--- config.mk ---
export PLATFORM = sky130hd
export DESIGN_NAME = anyfp_mul
export DESIGN_NICKNAME = d
export VERILOG_FILES = /design/src/rtl/anyfp_pkg.sv /design/src/rtl/anyfp_classify.sv /design/src/rtl/anyfp_mask_array.sv /design/src/rtl/anyfp_normalize.sv /design/src/rtl/anyfp_mul.sv
export SDC_FILE = /design/constraint.sdc
export NUM_CORES = 2
export LEC_CHECK = 0
export ABC_CLOCK_PERIOD_IN_PS = 2800
export BUFFER_PORTS_ARGS = -buffer_cell sky130_fd_sc_hd__buf_2
export CORE_MARGIN = 4
export CORE_UTILIZATION = 49
export CTS_BUF_LIST = sky130_fd_sc_hd__clkbuf_4 sky130_fd_sc_hd__clkbuf_8
export DETAILED_ROUTE_END_ITERATION = 8
export PLACE_DENSITY = 0.77
export SLEW_MARGIN = 20
export SYNTH_ARGS = -nofsm -noshare
export SYNTH_HDL_FRONTEND = slang
export SYNTH_HIERARCHICAL = 1
export SYNTH_SLANG_ARGS = --single-unit
export TNS_END_PERCENT = 50
--- constraint.sdc ---
create_clock -name clk -period 2.8 [get_ports clk]
set_clock_uncertainty 0.1 [all_clocks]
set_input_delay 0.42 -clock clk [delete_from_list [all_inputs] [get_ports clk]]
set_output_delay 0.42 -clock clk [all_outputs]
set_load 0.01 [all_outputs]
--- src/rtl/anyfp_pkg.sv ---
package anyfp_pkg;
    typedef enum logic [1:0] {
        K_NUM  = 2'd0,
        K_ZERO = 2'd1,
        K_INF  = 2'd2,
        K_NAN  = 2'd3
    } opkind_t;
endpackage

--- src/rtl/anyfp_classify.sv ---
module anyfp_classify
    import anyfp_pkg::*;
#(
    parameter int EXP_W  = 8,
    parameter int FRAC_W = 23
) (
    input  logic [EXP_W+FRAC_W:0] op,
    output opkind_t               kind
);
    localparam logic [EXP_W-1:0] EXP_ONES = '1;

    logic [EXP_W-1:0]  ex;
    logic [FRAC_W-1:0] fr;

    assign ex = op[EXP_W+FRAC_W-1 -: EXP_W];
    assign fr = op[FRAC_W-1:0];

    always_comb begin
        if (ex == EXP_ONES)
            kind = (fr != '0) ? K_NAN : K_INF;
        else if (ex == '0)
            kind = K_ZERO;
        else
            kind = K_NUM;
    end
endmodule

--- src/rtl/anyfp_mask_array.sv ---
module anyfp_mask_array #(
    parameter int SIG_W = 24,
    parameter int CUT_W = 6
) (
    input  logic [SIG_W-1:0]   ma,
    input  logic [SIG_W-1:0]   mb,
    input  logic [CUT_W-1:0]   cut,
    output logic [2*SIG_W-1:0] prod
);
    localparam int PW = 2 * SIG_W;

    logic [PW-1:0] colmask;
    logic [PW-1:0] rows [SIG_W];

    assign colmask = {PW{1'b1}} << cut;

    for (genvar j = 0; j < SIG_W; j++) begin : g_row
        assign rows[j] = ({{SIG_W{1'b0}}, ma} << j) & colmask & {PW{mb[j]}};
    end

    always_comb begin
        prod = '0;
        for (int j = 0; j < SIG_W; j++)
            prod = prod + rows[j];
    end
endmodule

--- src/rtl/anyfp_normalize.sv ---
module anyfp_normalize #(
    parameter int EXP_W  = 8,
    parameter int FRAC_W = 23
) (
    input  logic [2*FRAC_W+1:0]      prod,
    input  logic signed [EXP_W+1:0]  exp_in,
    input  logic [FRAC_W-1:0]        drop,
    output logic [FRAC_W-1:0]        frac,
    output logic signed [EXP_W+1:0]  exp_out
);
    localparam int PW = 2 * FRAC_W + 2;

    logic              norm;
    logic [FRAC_W-1:0] frac_raw;

    assign norm     = prod[PW-1];
    assign frac_raw = norm ? prod[PW-2 -: FRAC_W] : prod[PW-3 -: FRAC_W];
    assign frac     = frac_raw & ~drop;
    assign exp_out  = exp_in + {{(EXP_W+1){1'b0}}, norm};
endmodule

--- src/rtl/anyfp_mul.sv ---
module anyfp_mul
    import anyfp_pkg::*;
#(
    parameter int EXP_W  = 8,
    parameter int FRAC_W = 23,
    parameter int ACC_W  = 5,
    parameter int GUARD  = 2
) (
    input  logic                   clk,
    input  logic                   rst_n,
    input  logic                   in_valid,
    input  logic [EXP_W+FRAC_W:0]  in_a,
    input  logic [EXP_W+FRAC_W:0]  in_b,
    input  logic [ACC_W-1:0]       in_acc,
    output logic                   out_valid,
    output logic [EXP_W+FRAC_W:0]  out_result
);
    localparam int SIG_W   = FRAC_W + 1;
    localparam int PW      = 2 * SIG_W;
    localparam int WORD_W  = EXP_W + FRAC_W + 1;
    localparam int CUT_W   = $clog2(PW) + 1;
    localparam int SE_W    = EXP_W + 2;
    localparam int BIAS    = (1 << (EXP_W - 1)) - 1;
    localparam int EXP_MAX = (1 << EXP_W) - 1;
    localparam logic [WORD_W-1:0] QNAN =
        {1'b0, {EXP_W{1'b1}}, 1'b1, {(FRAC_W-1){1'b0}}};

    // ---------------- stage 1: classify, exponent, masked matrix
    opkind_t           kind_a, kind_b, kind_c;
    logic              acc_on;
    logic [CUT_W-1:0]  cut;
    logic [FRAC_W-1:0] drop;
    logic [PW-1:0]     prod_c;
    logic signed [SE_W-1:0] exp_c;

    anyfp_classify #(.EXP_W(EXP_W), .FRAC_W(FRAC_W)) u_cls_a (.op(in_a), .kind(kind_a));
    anyfp_classify #(.EXP_W(EXP_W), .FRAC_W(FRAC_W)) u_cls_b (.op(in_b), .kind(kind_b));

    assign acc_on = (in_acc != '0) && (int'(in_acc) <= SIG_W);
    assign cut    = acc_on ? CUT_W'(PW - 1 - GUARD - int'(in_acc)) : '0;
    assign drop   = acc_on ? ({FRAC_W{1'b1}} >> (in_acc - 1'b1)) : '0;
    assign exp_c  = $signed({2'b00, in_a[WORD_W-2 -: EXP_W]})
                  + $signed({2'b00, in_b[WORD_W-2 -: EXP_W]})
                  - SE_W'(BIAS);

    always_comb begin
        if (kind_a == K_NAN || kind_b == K_NAN)
            kind_c = K_NAN;
        else if ((kind_a == K_INF && kind_b == K_ZERO) ||
                 (kind_a == K_ZERO && kind_b == K_INF))
            kind_c = K_NAN;
        else if (kind_a == K_INF || kind_b == K_INF)
            kind_c = K_INF;
        else if (kind_a == K_ZERO || kind_b == K_ZERO)
            kind_c = K_ZERO;
        else
            kind_c = K_NUM;
    end

    anyfp_mask_array #(.SIG_W(SIG_W), .CUT_W(CUT_W)) u_array (
        .ma  ({1'b1, in_a[FRAC_W-1:0]}),
        .mb  ({1'b1, in_b[FRAC_W-1:0]}),
        .cut (cut),
        .prod(prod_c)
    );

    logic                   s1_valid, s1_sign;
    opkind_t                s1_kind;
    logic signed [SE_W-1:0] s1_exp;
    logic [PW-1:0]          s1_prod;
    logic [FRAC_W-1:0]      s1_drop;

    always_ff @(posedge clk or negedge rst_n) begin
        if (!rst_n) begin
            s1_valid <= 1'b0;
            s1_sign  <= 1'b0;
            s1_kind  <= K_ZERO;
            s1_exp   <= '0;
            s1_prod  <= '0;
            s1_drop  <= '0;
        end else begin
            s1_valid <= in_valid;
            s1_sign  <= in_a[WORD_W-1] ^ in_b[WORD_W-1];
            s1_kind  <= kind_c;
            s1_exp   <= exp_c;
            s1_prod  <= prod_c;
            s1_drop  <= drop;
        end
    end

    // ---------------- stage 2: normalise, truncate, assemble
    logic [FRAC_W-1:0]      frac_n;
    logic signed [SE_W-1:0] exp_n;
    logic [WORD_W-1:0]      word_c;

    anyfp_normalize #(.EXP_W(EXP_W), .FRAC_W(FRAC_W)) u_norm (
        .prod   (s1_prod),
        .exp_in (s1_exp),
        .drop   (s1_drop),
        .frac   (frac_n),
        .exp_out(exp_n)
    );

    always_comb begin
        unique case (s1_kind)
            K_NAN:  word_c = QNAN;
            K_INF:  word_c = {s1_sign, {EXP_W{1'b1}}, {FRAC_W{1'b0}}};
            K_ZERO: word_c = {s1_sign, {(WORD_W-1){1'b0}}};
            K_NUM: begin
                if (exp_n >= SE_W'(EXP_MAX))
                    word_c = {s1_sign, {EXP_W{1'b1}}, {FRAC_W{1'b0}}};
                else if (exp_n <= 0)
                    word_c = {s1_sign, {(WORD_W-1){1'b0}}};
                else
                    word_c = {s1_sign, exp_n[EXP_W-1:0], frac_n};
            end
        endcase
    end

    always_ff @(posedge clk or negedge rst_n) begin
        if (!rst_n) begin
            out_valid  <= 1'b0;
            out_result <= '0;
        end else begin
            out_valid  <= s1_valid;
            out_result <= word_c;
        end
    end

    // ---------------- assertions

    s1_follow_chk: assert property (@(posedge clk) disable iff (!rst_n)
        in_valid |=> s1_valid);

    out_follow_chk: assert property (@(posedge clk) disable iff (!rst_n)
        s1_valid |=> out_valid);

    out_quiet_chk: assert property (@(posedge clk) disable iff (!rst_n)
        !s1_valid |=> !out_valid);

    lead_one_chk: assert property (@(posedge clk) disable iff (!rst_n)
        (s1_valid && s1_kind == K_NUM) |-> (s1_prod[PW-1] | s1_prod[PW-2]));

    sign_chk: assert property (@(posedge clk) disable iff (!rst_n)
        (s1_valid && s1_kind != K_NAN) |=> (out_result[WORD_W-1] == $past(s1_sign)));

    trunc_chk: assert property (@(posedge clk) disable iff (!rst_n)
        (s1_valid && s1_kind == K_NUM) |=> ((out_result[FRAC_W-1:0] & $past(s1_drop)) == '0));

    qnan_chk: assert property (@(posedge clk) disable iff (!rst_n)
        (out_valid && out_result[WORD_W-2 -: EXP_W] == '1 && out_result[FRAC_W-1:0] != '0)
        |-> out_result[FRAC_W-1]);
endmodule

==> flow_summary_export.csv <==
group,metric,value,unit
sta,final-setup-viol-count,25,
clock_network,cts_buffers,9,
place,globalplace.congestion,0.971,
critical_path,path_max_fanout,9,
clock_network,clkSlewWorstSetupHoldPaths,0.10,ns
critical_path,cp-start-kind,"primary input",
clock_network,cts.sinks,95,
global_routing,antenna_found_initial,0,
die,initial_core_util,49.7,%
cells_and_area,seq_area,0.00238,mm^2
critical_path,cp.required,2.94,ns
cells_and_area,fillers,3809,
global_routing,grt.total_usage,29.4,%
place,place_ws,-5.71,ns
cells_and_area,drive_above_1_share,26.7,%
cells_and_area,nets,3749,
cells_and_area,antenna_cells,0,
global_routing,gr-total-overflow,0,
clock_network,clk_latency,0.36,ns
critical_path,r2r_setup_slack,0.10,ns
sta,rsz0062_at_grt,"yes",
detailed_routing,remaining_drc_errors,0,
yosys,yosysWarnings,6,
die,coreArea,0.0478,mm^2
critical_path,critPathBufInv,10,
critical_path,crit_path_end_kind,"flip-flop",
detailed_routing,routed_wl,78500,um
critical_path,crit_arrival,7.93,ns
die,fp-row-count,80,
clock_network,cts_tree,"built",
place,port_buffers,104,
critical_path,criticalPathCategory,"in2reg",
hold_path,hp-start,"in_valid",
sta,setup_slack,-4.99,ns
sta,whs,0.0573,ns
hold_path,worstHoldPathType,"in2reg",
detailed_routing,drtIter0Drc,1883,
critical_path,path_common_cell,"fa_1",
sta,period_share,278,%
power,irDropWorstVdd,1.18,mV
die,dieWidth,228,um
critical_path,crit_start,"in_acc[1]",
die,io_pins,105,
run_status,status,"complete, but fails checks",
yosys,synth_area_per_cell,9.24,um^2
die,die_y,228,um
critical_path,max_stage_delay,0.61,ns
critical_path,timing.rr.start,"s1_prod[47]",
run_status,violations,"negative setup slack",
clock_network,cts.htree.levels,3,
power,total_leakage_power,15.4,nW
critical_path,cp_top_family,"adder cells",
detailed_routing,ant_nets,0,
power,p_per_area,766,mW/mm^2
sta,fin_crit,7.79,ns
sta,hold_viol,0,
cells_and_area,syn_to_final_growth,25.3,%
sta,worst_pin_slew,0.801,ns
global_routing,grt_max_degree,86,
sta,fmax,128,MHz
global_routing,grt_pass1_vias,23300,
yosys,syn_area,0.0238,mm^2
detailed_routing,drt-wirelength-per-cell,21.7,um
yosys,netlist_instances,2576,
cells_and_area,multi_input_area,0.0199,mm^2
sta,finalMaxSlewViolations,0,
detailed_routing,num_vias,21300,
global_routing,grt_pass1_wl,123000,um
clock_network,cts_root_buf,"clkbuf_8",
die,die_area,0.0522,mm^2
sta,relSlewSlack,46.3,%
job,maxCapViolCount,0,
detailed_routing,firstDrtPassIters,6,
cells_and_area,final_util,62.3,%
clock_network,clock_path_buffers,2,
detailed_routing,via_per_inst,5.90,
critical_path,slowest_stage,"fa_2",
place,dp_hpwl,62800,um
-- what timing repair did --
action                     4_1_cts  5_1_grt
buffers inserted                38        8
gates resized for setup        138       44
hold endpoints to repair        10        0
pin swaps                       60       31
setup endpoints to repair       25       26
gates cloned                     9        1
hold buffers                     1        0
-- flip-flops by register name, summed over array words and instances, names as in the netlist --
| register | count |
|---|---|
| s1_valid | 1 |
| s1_exp | 10 |
| out_valid | 1 |
| s1_drop | 23 |
| s1_prod | 25 |
| s1_sign | 1 |
| s1_kind | 2 |
| out_result | 32 |
-- routing by layer --
metal	wire length (um)	vias to the layer above	share of wire, %	global-route usage [%]
met2	38300	1239	49	50.5
met4	3760	0	4.8	11.3
met1	29800	10700	38	37.6
met3	6590	307	8.4	4.55
li1	-	9095	-	-
met5	0	-	0	0
-- worst paths after layout --
check,depth (start not counted),to
hold reg to reg,0,out_valid
setup / recovery,33,s1_prod[46]
min in group asynchronous,2,out_valid
setup reg to reg,9,out_result[22]
hold / removal,1,s1_valid
max in group asynchronous,3,s1_exp[0]
-- report_power, final --
| group | switching, W | internal [W] | leakage, nW |
|---|---|---|---|
| registers | 0.000184 | 0.00182 | 1.17 |
| clock network | 0.000503 | 0.000342 | 0.0920 |
| logic | 0.0105 | 0.00949 | 14.2 |
-- placed cells by master (no fill, tap or decap), types with 24 or more instances in the layout --
cell	count
dfrtp_1	94
inv_1	502
o21ai_0	26
buf_4	396
nand3_1	338
buf_2	102
nand2_1	53
nor2_1	59
and3_1	213
ha_1	168
buf_12	36
a21oi_1	39
mux2i_1	24
fa_1	468
-- layout make-up --
type | count | share of cell area [%]
flip-flops and latches | 95 | 7.98
multi-input cells | 1812 | 66.8
clock buffers | 9 | 0.415
well taps | 615 | 2.58
clock inverters | 7 | 0.201
repair buffers | 565 | 15.6
inverters | 517 | 6.52
-- per-stage QoR --
| step | cell area, um^2 | total power [W] | setup TNS [ns] | std cells |
|---|---|---|---|---|
| 6_report | 29800 | 0.0228 | -118.29 | 3620 |
| 5_1_grt | 29800 | 0.0243 | -122.22 | 3620 |
| 4_1_cts | 29600 | 0.0217 | -116.50 | 3611 |
| 3_5_place_dp | 28200 | 0.0189 | -134.47 | 3548 |
| 3_3_place_gp | 28200 | 0.0185 | -130.83 | 3548 |
| 2_1_floorplan | 24300 | 0.0118 | -113.70 | 2587 |
No activity file was read; power rests on OpenSTA's default activity.
